$ cat config.mk
export PLATFORM = sky130hd
export DESIGN_NAME = ata_strobe_gen
export DESIGN_NICKNAME = d
export VERILOG_FILES = /design/src/rtl/ata_strobe_gen.sv
export SDC_FILE = /design/constraint.sdc
export NUM_CORES = 1
export LEC_CHECK = 0
export BUFFER_PORTS_ARGS = -buffer_cell sky130_fd_sc_hd__buf_2
export CAP_MARGIN = 10
export CELL_PAD_IN_SITES_DETAIL_PLACEMENT = 1
export CELL_PAD_IN_SITES_GLOBAL_PLACEMENT = 2
export CORE_MARGIN = 2
export CORE_UTILIZATION = 27
export CTS_CLUSTER_SIZE = 40
export DETAILED_ROUTE_END_ITERATION = 12
export GPL_TIMING_DRIVEN = 0
export PLACE_DENSITY = 0.86
export RECOVER_POWER = 100
export SETUP_SLACK_MARGIN = 0.02
export SLEW_MARGIN = 40
export SYNTH_ARGS = -nofsm -noshare
export SYNTH_HDL_FRONTEND = slang
export SYNTH_SLANG_ARGS = --single-unit
$ cat constraint.sdc
create_clock -name clk -period 2.3 [get_ports clk]
set_clock_uncertainty 0.1 [all_clocks]
set_input_delay 0.575 -clock clk [delete_from_list [all_inputs] [get_ports clk]]
set_output_delay 0.575 -clock clk [all_outputs]
set_load 0.005 [all_outputs]
$ cat src/rtl/ata_strobe_gen.sv
module ata_strobe_gen #(
  parameter int LEN_W = 8
) (
  input  logic             clk,
  input  logic             rst_n,
  input  logic             start_i,
  input  logic             write_i,
  input  logic             taskfile_i,
  input  logic             dma_i,
  input  logic [LEN_W-1:0] len_i,
  input  logic [31:0]      timing_i,
  output logic             dior_n_o,
  output logic             diow_n_o,
  output logic             busy_o,
  output logic             done_o,
  output logic             udma_en_o,
  output logic             dma_en_o,
  output logic             pio_master_o,
  output logic             fifo_en_o
);

  localparam int CW = 5;

  typedef enum logic [2:0] {S_IDLE, S_SETUP, S_ACT, S_INACT, S_DONE} st_t;

  st_t              st;
  logic [CW-1:0]    cnt;
  logic [CW-1:0]    act_q;
  logic [3:0]       inact_q;
  logic [LEN_W-1:0] left;
  logic             wr_q;
  logic [3:0]       mode_q;

  wire [2:0]       setup_sel = taskfile_i ? timing_i[27:25] : timing_i[24:22];
  wire [4:0]       act_sel   = taskfile_i ? timing_i[17:13] : timing_i[8:4];
  wire [3:0]       inact_sel = taskfile_i ? timing_i[12:9]  : timing_i[3:0];
  wire [LEN_W-1:0] words     = (taskfile_i || len_i == '0) ? LEN_W'(1) : len_i;
  wire             unused_bits = ^{timing_i[31], timing_i[21:18]};

  always_ff @(posedge clk or negedge rst_n) begin
    if (!rst_n) begin
      st      <= S_IDLE;
      cnt     <= '0;
      act_q   <= '0;
      inact_q <= '0;
      left    <= '0;
      wr_q    <= 1'b0;
      mode_q  <= '0;
    end else begin
      case (st)
        S_IDLE: if (start_i) begin
          st      <= S_SETUP;
          cnt     <= CW'(setup_sel);
          act_q   <= act_sel;
          inact_q <= inact_sel;
          left    <= words;
          wr_q    <= write_i;
          mode_q  <= {dma_i, timing_i[30:28]};
        end
        S_SETUP: if (cnt == '0) begin
          st  <= S_ACT;
          cnt <= act_q;
        end else cnt <= cnt - 1'b1;
        S_ACT: if (cnt == '0) begin
          st  <= S_INACT;
          cnt <= CW'(inact_q);
        end else cnt <= cnt - 1'b1;
        S_INACT: if (cnt == '0) begin
          if (left == LEN_W'(1)) st <= S_DONE;
          else begin
            left <= left - 1'b1;
            st   <= S_ACT;
            cnt  <= act_q;
          end
        end else cnt <= cnt - 1'b1;
        S_DONE:  st <= S_IDLE;
        default: st <= S_IDLE;
      endcase
    end
  end

  assign dior_n_o     = !(st == S_ACT && !wr_q);
  assign diow_n_o     = !(st == S_ACT &&  wr_q);
  assign busy_o       = (st != S_IDLE);
  assign done_o       = (st == S_DONE);
  assign udma_en_o    = mode_q[0];
  assign dma_en_o     = mode_q[1];
  assign pio_master_o = mode_q[2];
  assign fifo_en_o    = mode_q[3];

  a_r1_idle_strobes_high: assert property (@(posedge clk) disable iff (!rst_n)
    !busy_o |-> (dior_n_o && diow_n_o));

  a_r4_one_strobe: assert property (@(posedge clk) disable iff (!rst_n)
    !(!dior_n_o && !diow_n_o));

  a_r6_strobe_needs_busy: assert property (@(posedge clk) disable iff (!rst_n)
    (!dior_n_o || !diow_n_o) |-> (busy_o && !done_o));

  a_r7_done_single: assert property (@(posedge clk) disable iff (!rst_n)
    done_o |=> (!done_o && !busy_o));

  a_r5_taskfile_one_word: assert property (@(posedge clk) disable iff (!rst_n)
    (start_i && !busy_o && taskfile_i) |=> (left == LEN_W'(1)));

  a_r9_mode_held: assert property (@(posedge clk) disable iff (!rst_n)
    busy_o |=> $stable(mode_q));

  a_r10_start_ignored: assert property (@(posedge clk) disable iff (!rst_n)
    (busy_o && !done_o && start_i) |=> busy_o);

endmodule

# After elaboration in Yosys (flattened, before gate mapping)
# Index checks and enable logic that the tools add are counted.
totals:
  output_inout_bits: 8
  wordCells: 56
  inputBits: 46
  ff_bits: 30
classes:
  n_reduce_logical: 16
  mux: 20
  add_sub_neg: 2
  eq_ne: 11
op_table:
  columns: ["cell", "n"]
  rows:
  - ["$mux W8", 4]
  - ["$mux W5", 6]
  - ["$pmux W5 S4", 1]
  - ["$mux W3", 6]
  - ["$pmux W8 S2", 1]
  - ["$pmux W3 S4", 1]
  - ["$ne A2 B2 Y1 const B", 5]
  - ["$eq A8 B1 Y1 const B", 1]
  - ["$logic_not A8 Y1", 1]
  - ["$reduce_and A4 Y1", 2]
  - ["$sub A8 B1 Y8 const B", 1]
  - ["$eq A3 B2 Y1 const B", 2]
  - ["$logic_not A5 Y1", 1]
  - ["$sub A5 B1 Y5 const B", 1]
  - ["$mux W4", 1]
  - ["$reduce_bool A4 Y1", 1]
  - ["$eq A3 B1 Y1 const B", 1]
  - ["$eq A3 B3 Y1 const B", 1]
  - ["$logic_not A1 Y1", 3]
  - ["$logic_not A3 Y1", 1]
  - ["$ne A3 B3 Y1 const B", 1]
  - ["$reduce_and A3 Y1", 1]
  - ["$reduce_bool A3 Y1", 1]
  - ["$logic_and A1 B1 Y1", 2]
  - ["other kinds (3)", 3]

# Logic depth before layout (Yosys ltp)
# Gate-level depths: netlist of the first run.
depth:
  word_depth: 5
  depth_mapped: 7
  depth_no_buf: 7

# Least setup slack after synthesis of the first run
# No wires, ideal clock.
synth_timing:
  path_type: "register to register"
  startpoint: "reg cnt[0]"
  endpoint: "reg cnt[2]"
  n_path_buf: 1
  required_time_ns: 2.075
  setup_slack_ns: 0.147
  setup_ns: 0.125
  t_arrival_ns: 1.928
  period_less_slack_ns: 2.153
  stages_incl_launch_ff: 8
  cell_sequence: "dfrtp_1 -> inv_1 -> ha_1 -> or4b_1 -> buf_6 -> and3_1 -> a311o_1 -> mux2_2"
synth_via:
  elab_chain_len: 3
  word_cells_on_any_way: 8
  cone_classes: "add/sub: 1; eq/ne: 1; mux: 4; reduce/logical: 2"
synth_lines:
  columns: ["element", "line_no", "text"]
  rows:
  - ["start, declared", "27", "logic [CW-1:0] cnt;"]
  - ["start signal, assigned", "53", "cnt <= CW'(setup_sel);"]
  - ["start signal, assigned", "62", "cnt <= act_q;"]
  - ["start signal, assigned", "63", "end else cnt <= cnt - 1'b1;"]
  - ["$sub A5 B1 Y5 or $logic_not A5 Y1 (tied branches)", null, null]
  - ["$mux W5 (tied with other cells)", "68", "S_INACT: if (cnt == '0) begin"]
  - ["$pmux W5 S4 or $reduce_and A3 Y1 (tied branches)", null, null]
# Parallel ways exist; a longest one is shown, timed or not.
# A chain may end at the register's enable or synchronous reset.

# Worst setup path in the final report of the first run
layout_timing:
  startpoint: "reg cnt[0]"
  endpoint: "reg cnt[1]"
# Same word-level chain as after synthesis.

==> flow_summary_export.csv, run 1 <==
group,metric,value,unit
logic_synthesis,post_synth.cell_area_avg,8.68,um^2
logic_synthesis,ys_seq_area_frac,0.406,
logic_synthesis,postSynthCellCount,213,
floorplan,die_area,0.00753,mm^2
sta,number_of_hold_slack_violations_in_the_final_timing_report,0,
setup_path,setup.worst_path.class,"reg -> reg",
logic_synthesis,netlist-cell-type-count,55,
final_layout,layout-drive-gt1-share,0.266,
logic_synthesis,synth_top_flop_cell,"sky130_fd_sc_hd__dfrtp_1",
sta,fin_crit,2.23,ns
sta,timing.final.max_slew_violations,31,
setup_path,setup.worst_path.start_class,"flop",
grt,largest_net_degree_at_the_start_of_global_routing,31,
clock_tree,numCtsBuffers,5,
clock_tree,max-clock-path-buffers,2,
final_layout,fillerInstances,816,
logic_synthesis,ranking_of_synthesized_cells_by_area,"sky130_fd_sc_hd__dfrtp_1 (41%), sky130_fd_sc_hd__nand2_1 (7.3%), sky130_fd_sc_hd__mux2i_1 (6.0%), sky130_fd_sc_hd__o21ai_0 (3.0%), sky130_fd_sc_hd__nor2_1 (2.8%)",
clock_tree,clkLatencyLatePin,0.29,ns
pwr,power_density,1230,mW/mm^2
detailed_routing,dr.pass1.iters,4,
sta,min_period_over_period,0.968,
final_layout,multi_input_comb_area,0.00104,mm^2
setup_path,cpPeakStageDelay,0.47,ns
clock_tree,clock-root-buffer,"sky130_fd_sc_hd__clkbuf_8",
grt,grt.overflow.total,0,
logic_synthesis,post_synth_instance_area,0.00185,mm^2
logic_synthesis,synth_edf_count,0,
setup_path,cp.arrival,2.29,ns
logic_synthesis,ys_ff_latch,30,
run,max_cap_violations,1,
outcome,outcome,"finished with violations",
pwr,power_frac_clock,0.161,
logic_synthesis,mappedNetlistNets,262,
clock_tree,cts_hold_repair.buffers,0,
pwr,vdd_drop_max,0.334,mV
floorplan,std_cell_rows,30,
logic_synthesis,ranking_of_synthesized_cells_by_instance_count,"sky130_fd_sc_hd__nand2_1 (36), sky130_fd_sc_hd__dfrtp_1 (30), sky130_fd_sc_hd__nor2_1 (14)",
logic_synthesis,yosysMostFrequentCell,"sky130_fd_sc_hd__nand2_1",
logic_synthesis,synth-warning-count,0,
clock_tree,worst_setup_hold_path_clk_slew,0.07,ns
setup_path,timing.reg2reg.setup_slack,0.07,ns
outcome,failed_checks,"capacitance limit, slew limit",
detailed_routing,post-route-drc-count,0,
grt,globalRouteTotalUtil,0.158,
pwr,power_frac_comb,0.493,
floorplan,io-pin-count,54,
placed_design,place.port_buffers,47,
floorplan,die_x,86.8,um
pwr,net-switching-power,1210,uW
grt,grt_first_pass_wirelength,9250,um
detailed_routing,detail_route.iter0.violations,120,
floorplan,core-area,0.00672,mm^2
pwr,power_report.internal_total,1630,uW
final_layout,design.final.nets,315,
grt,antenna_found_initial,0,
sta,worst_pin_slew,1.62,ns
grt,first_global_vias,1921,
sta,fin_setup_tns,0,ns
hold_path,hold_path.class,"reg -> reg",
final_layout,final_core_utilization,0.345,
setup_path,critical_path.slowest_cell,"sky130_fd_sc_hd__or4b_4",
detailed_routing,via_per_inst,5.35,
sta,final-setup-viol-count,0,
setup_path,setup.worst_path.end_class,"flop",
placed_design,post_dp_hpwl,4140,um
final_layout,area_growth,25.3,%
clock_tree,clock-sinks,30,
pwr,power.switching_fraction,0.426,
clock_tree,htree_num_levels,2,
sta,max_slew_margin,-0.0801,
logic_synthesis,post-synth-top-area-fraction,0.406,
detailed_routing,ant_nets,0,
setup_path,cp_required,2.37,ns
setup_path,biggest_fanout_along_the_worst_timing_path,10,
setup_path,cp_cell_sequence,"inv_2 > ha_4 > or4b_4 > buf_8 > or3_1 > a311oi_2 > o2bb2ai_1",
detailed_routing,avgRoutedWirePerCell,16.1,um
placed_design,gp_congestion,0.877,
detailed_routing,vias,1857,
sta,maxClockFrequency,449,MHz
floorplan,die_height,86.8,um
pwr,static-leakage-power,0.00106,uW
pwr,share_seq_of_total_power,0.347,
clock_tree,tritoncts,"yes",
floorplan,initial_core_utilization,0.275,
final_layout,sequential_area,751,um^2
detailed_routing,detail_route.wirelength,5570,um
final_layout,antenna_fix_cells,0,
logic_synthesis,async_flop_share,1.00,
logic_synthesis,synth_largest_area_cell,"sky130_fd_sc_hd__dfrtp_1",
final cells by class:
type | instances | area share
Sequential cell | 30 | 0.324
Inverter | 9 | 0.0146
Multi-Input combinational cell | 161 | 0.449
Timing Repair Buffer | 48 | 0.103
Clock buffer | 7 | 0.0373
Tap cell | 80 | 0.0432
Clock inverter | 1 | 0.00216
Buffer | 11 | 0.0275
state kept, by name, summed over array words and instances (netlist names):
| name | cells |
|---|---|
| act_q | 5 |
| cnt | 5 |
| inact_q | 4 |
| left | 8 |
| mode_q | 4 |
| st | 3 |
| wr_q | 1 |
metrics by stage:
| stage | cells | cell area (um^2) | total power (uW) | hold slack [ns] | worst slack [ns] |
|---|---|---|---|---|---|
| after global routing | 347 | 2320 | 3090 | 0.389 | -0.0275 |
| after detailed placement | 340 | 2180 | 2300 | 0.363 | -0.267 |
| final | 347 | 2320 | 2850 | 0.372 | 0.0725 |
| after floorplan | 213 | 1850 | 1890 | 0.179 | 0.147 |
| after global placement | 340 | 2180 | 2260 | 0.356 | -0.269 |
| after CTS | 347 | 2300 | 2800 | 0.256 | 0.0186 |
final timing paths:
kind | from | endpoint | depth (start not counted)
worst min register to register | act_q[0]$_DFFE_PN0P_ | act_q[0]$_DFFE_PN0P_ | 2
worst min-delay path | act_q[0]$_DFFE_PN0P_ | act_q[0]$_DFFE_PN0P_ | 2
worst max register to register | cnt[0]$_DFFE_PN0P_ | cnt[1]$_DFFE_PN0P_ | 7
max in group asynchronous | rst_n | cnt[2]$_DFFE_PN0P_ | 1
worst max-delay path | cnt[0]$_DFFE_PN0P_ | cnt[1]$_DFFE_PN0P_ | 7
min in group asynchronous | rst_n | left[5]$_DFFE_PN0P_ | 1
timing repair:
action                                  4_1_cts  5_1_grt
endpoints found under the setup margin       10        6
pin swaps                                     0        1
gates resized for setup                       8       10
buffers inserted                              0        1
worst max-delay path: cells and delay by family, from the launching register on:
kind / cells / cell delay, ns
compound gates: 2 / 0.39
fa+ha+maj: 1 / 0.15
buf+inv: 2 / 0.25
flops: 1 / 0.42
simple gates: 2 / 0.79
power by group through the flow:
stage	combinational (uW)	sequential (uW)	clock (uW)
3_5_place_dp	1310	983	0
2_1_floorplan	966	925	0
3_3_place_gp	1290	976	0
4_1_cts	1360	983	460
5_1_grt	1570	1030	491
6_report	1400	987	457
placed cells by master, fill, tap and decap left out, types with 3 or more instances in the layout:
cell type                   synthesis  final
sky130_fd_sc_hd__nand4_1            3      3
sky130_fd_sc_hd__buf_2              1     42
sky130_fd_sc_hd__clkbuf_8           0      6
sky130_fd_sc_hd__a21oi_1            9      8
sky130_fd_sc_hd__nor3_1             9      9
sky130_fd_sc_hd__o22a_1             3      3
sky130_fd_sc_hd__nor2_1            14     14
sky130_fd_sc_hd__clkbuf_1          10     10
sky130_fd_sc_hd__a31oi_1            4      4
sky130_fd_sc_hd__o2bb2ai_1          3      3
sky130_fd_sc_hd__buf_4              0      3
sky130_fd_sc_hd__inv_2              0      3
sky130_fd_sc_hd__o22ai_1            4      4
sky130_fd_sc_hd__inv_1              9      6
sky130_fd_sc_hd__mux2i_1           11     11
sky130_fd_sc_hd__o21ai_0           11     11
sky130_fd_sc_hd__nor4_1             6      6
sky130_fd_sc_hd__dfrtp_1           30     30
sky130_fd_sc_hd__nand2_1           36     36
sky130_fd_sc_hd__clkbuf_2           0      4
sky130_fd_sc_hd__nand3b_1           3      3
routing by layer:
layer	share of wire	track usage	vias to the layer above
met5	0	0	-
met4	0.025	0.0639	0
met3	0.035	0.0295	12
met2	0.49	0.255	43
met1	0.45	0.208	909
li1	-	-	893
logic make-up after synthesis:
group | after synthesis | share of synthesized area
buffers and inverters | 22 | 0.0494
flip-flops | 30 | 0.406
multiplexers | 13 | 0.0717
adder cells (fa/ha/maj) | 3 | 0.0203
AO/OA/AOI/OAI | 57 | 0.217
AND/OR/NAND/NOR | 87 | 0.231
XOR/XNOR | 1 | 0.00474
(Power assumes the default switching activity.)
==> run 2, diff against run 1 <==
CELL_PAD_IN_SITES_DETAIL_PLACEMENT = not set   (was 1)
CELL_PAD_IN_SITES_GLOBAL_PLACEMENT = not set   (was 2)
CORE_UTILIZATION = 45   (was 27)
PLACE_DENSITY = not set   (was 0.86)
PLACE_DENSITY_LB_ADDON = 0.25   (was not set)
==> flow_summary_export.csv, run 2 (same netlist as run 1, synthesis figures left out) <==
group,metric,value,unit
outcome,outcome,"finished with violations",
outcome,failed_checks,"capacitance limit, slew limit",
final_layout,most_common_cell_after_layout_fill_and_taps_aside,"sky130_fd_sc_hd__buf_2",
final_layout,area_growth,24.8,%
clock_tree,clock-root-buffer,"sky130_fd_sc_hd__clkbuf_8",
setup_path,cp_cell_sequence,"inv_1 > ha_4 > or4b_1 > buf_6 > or3_1 > a311oi_1 > o2bb2ai_1",
grt,grt_first_pass_wirelength,8100,um
placed_design,dp_worst_setup_slack,-0.175,ns
detailed_routing,ant_nets,0,
pwr,power_frac_clock,0.176,
detailed_routing,dr.pass1.iters,4,
placed_design,gp_congestion,0.959,
floorplan,std_cell_rows,23,
sta,maxClockFrequency,450,MHz
final_layout,largestRegisters,"left (8), act_q (5), cnt (5)",
floorplan,initial_core_utilization,0.466,
setup_path,cpPeakStageDelay,0.45,ns
setup_path,setup.worst_path.end_class,"flop",
grt,first_global_vias,1655,
detailed_routing,detail_route.wirelength,4910,um
grt,grt.overflow.total,0,
floorplan,io-pin-count,54,
setup_path,biggest_fanout_along_the_worst_timing_path,10,
clock_tree,max-clock-path-buffers,2,
sta,unrepaired_setup_endpoints_after_global_routing,"yes",
pwr,power_report.internal_total,1690,uW
placed_design,dp.cells,310,
detailed_routing,post-route-drc-count,0,
setup_path,setup.worst_path.start_class,"flop",
floorplan,core-area,0.00397,mm^2
final_layout,mostFrequentLayoutCells,"sky130_fd_sc_hd__buf_2 (43), sky130_fd_sc_hd__nand2_1 (36), sky130_fd_sc_hd__dfrtp_1 (30), sky130_fd_sc_hd__nor2_1 (14)",
clock_tree,numCtsBuffers,5,
setup_path,setup.worst_path.class,"reg -> reg",
sta,max_slew_margin,-0.0594,
clock_tree,clock-sinks,30,
clock_tree,worst_setup_hold_path_clk_slew,0.07,ns
detailed_routing,avgRoutedWirePerCell,15.3,um
setup_path,cp_required,2.37,ns
final_layout,multi_input_comb_area,0.00103,mm^2
final_layout,final_cell_count_without_fillers,321,
detailed_routing,via_per_inst,5.72,
pwr,power_frac_comb,0.484,
pwr,net-switching-power,1180,uW
sta,number_of_hold_slack_violations_in_the_final_timing_report,0,
run,max_cap_violations,1,
final_layout,antenna_fix_cells,0,
grt,globalRouteTotalUtil,0.240,
sta,setup_ws_final,0.0800,ns
pwr,vdd_drop_max,0.597,mV
final_layout,design.final.nets,319,
hold_path,hold_path.class,"reg -> reg",
final_layout,number_of_flip_flops_in_the_largest_register,8,
pwr,static-leakage-power,0.00108,uW
setup_path,cp.arrival,2.29,ns
sta,timing.final.max_slew_violations,31,
placed_design,place.port_buffers,47,
pwr,power_density,1250,mW/mm^2
grt,largest_net_degree_at_the_start_of_global_routing,31,
placed_design,post_dp_hpwl,3430,um
final_layout,fillerInstances,377,
detailed_routing,vias,1835,
clock_tree,tritoncts,"yes",
clock_tree,clkLatencyLatePin,0.29,ns
setup_path,critical_path.slowest_cell,"sky130_fd_sc_hd__or4b_1",
clock_tree,htree_num_levels,2,
floorplan,die_x,68.1,um
grt,antenna_found_initial,0,
detailed_routing,detail_route.iter0.violations,174,
final_layout,final_core_utilization,0.581,
final_layout,sequential_area,751,um^2
sta,fin_crit,2.22,ns
sta,final-setup-viol-count,0,
pwr,power.switching_fraction,0.410,
sta,fin_setup_tns,0,ns
sta,worst_pin_slew,1.59,ns
final_layout,registers.top_by_ff_count,"left",
final_layout,layout-drive-gt1-share,0.262,
pwr,share_seq_of_total_power,0.340,
floorplan,die_area,0.00464,mm^2
sta,min_period_over_period,0.965,
pwr,total_power,2870,uW
floorplan,die_height,68.1,um
## run 2: critical path: cells and delay by family (launching register included)
family | cells | cell delay (ns)
adder cells (fa/ha/maj) | 1 | 0.15
flip-flops | 1 | 0.40
buffers and inverters | 2 | 0.25
AO/OA/AOI/OAI | 2 | 0.41
AND/OR/NAND/NOR | 2 | 0.77
## run 2: what timing repair did
item,4_1_cts,5_1_grt
endpoints found under the setup margin,7,12
buffers inserted,0,3
resized for setup,7,13
hold buffers,0,0
## run 2: final timing paths
check | start | depth (start not counted) | endpoint | slack [ns]
min in group asynchronous | rst_n | 1 | left[3]$_DFFE_PN0P_ | 0.57
worst min-delay path | act_q[0]$_DFFE_PN0P_ | 2 | act_q[0]$_DFFE_PN0P_ | 0.38
worst max register to register | cnt[1]$_DFFE_PN0P_ | 7 | cnt[1]$_DFFE_PN0P_ | 0.08
worst max-delay path | cnt[1]$_DFFE_PN0P_ | 7 | cnt[1]$_DFFE_PN0P_ | 0.08
worst min register to register | act_q[0]$_DFFE_PN0P_ | 2 | act_q[0]$_DFFE_PN0P_ | 0.38
max in group asynchronous | rst_n | 1 | left[2]$_DFFE_PN0P_ | 0.59
## run 2: per-layer routing
| metal | routed length (um) | GRT usage | part of all wire |
|---|---|---|---|
| met5 | 0 | 0 | 0 |
| met4 | 109 | 0.0975 | 0.022 |
| met3 | 335 | 0.0674 | 0.068 |
| met2 | 2240 | 0.358 | 0.46 |
| met1 | 2220 | 0.327 | 0.45 |
## run 2: power by group through the flow
stage	Sequential, uW	Clock, uW	Combinational (uW)
2_1_floorplan	925	0	966
3_3_place_gp	973	0	1260
3_5_place_dp	982	0	1280
4_1_cts	978	516	1300
5_1_grt	1010	542	1570
6_report	978	505	1390
## run 2: metrics by stage
stage	hold WS [ns]	cell area, um^2
final	0.375	2310
after CTS	0.244	2270
after global placement	0.356	2150
after global routing	0.386	2310
after detailed placement	0.362	2150
after floorplan	0.179	1850
## run 2: cell type report
type	instances	area share
plain buffers	13	0.0309
clock buffers	8	0.0477
inverters	9	0.0146
multi-input cells	161	0.446
flip-flops and latches	30	0.325
well taps	50	0.0271
repair buffers	50	0.108
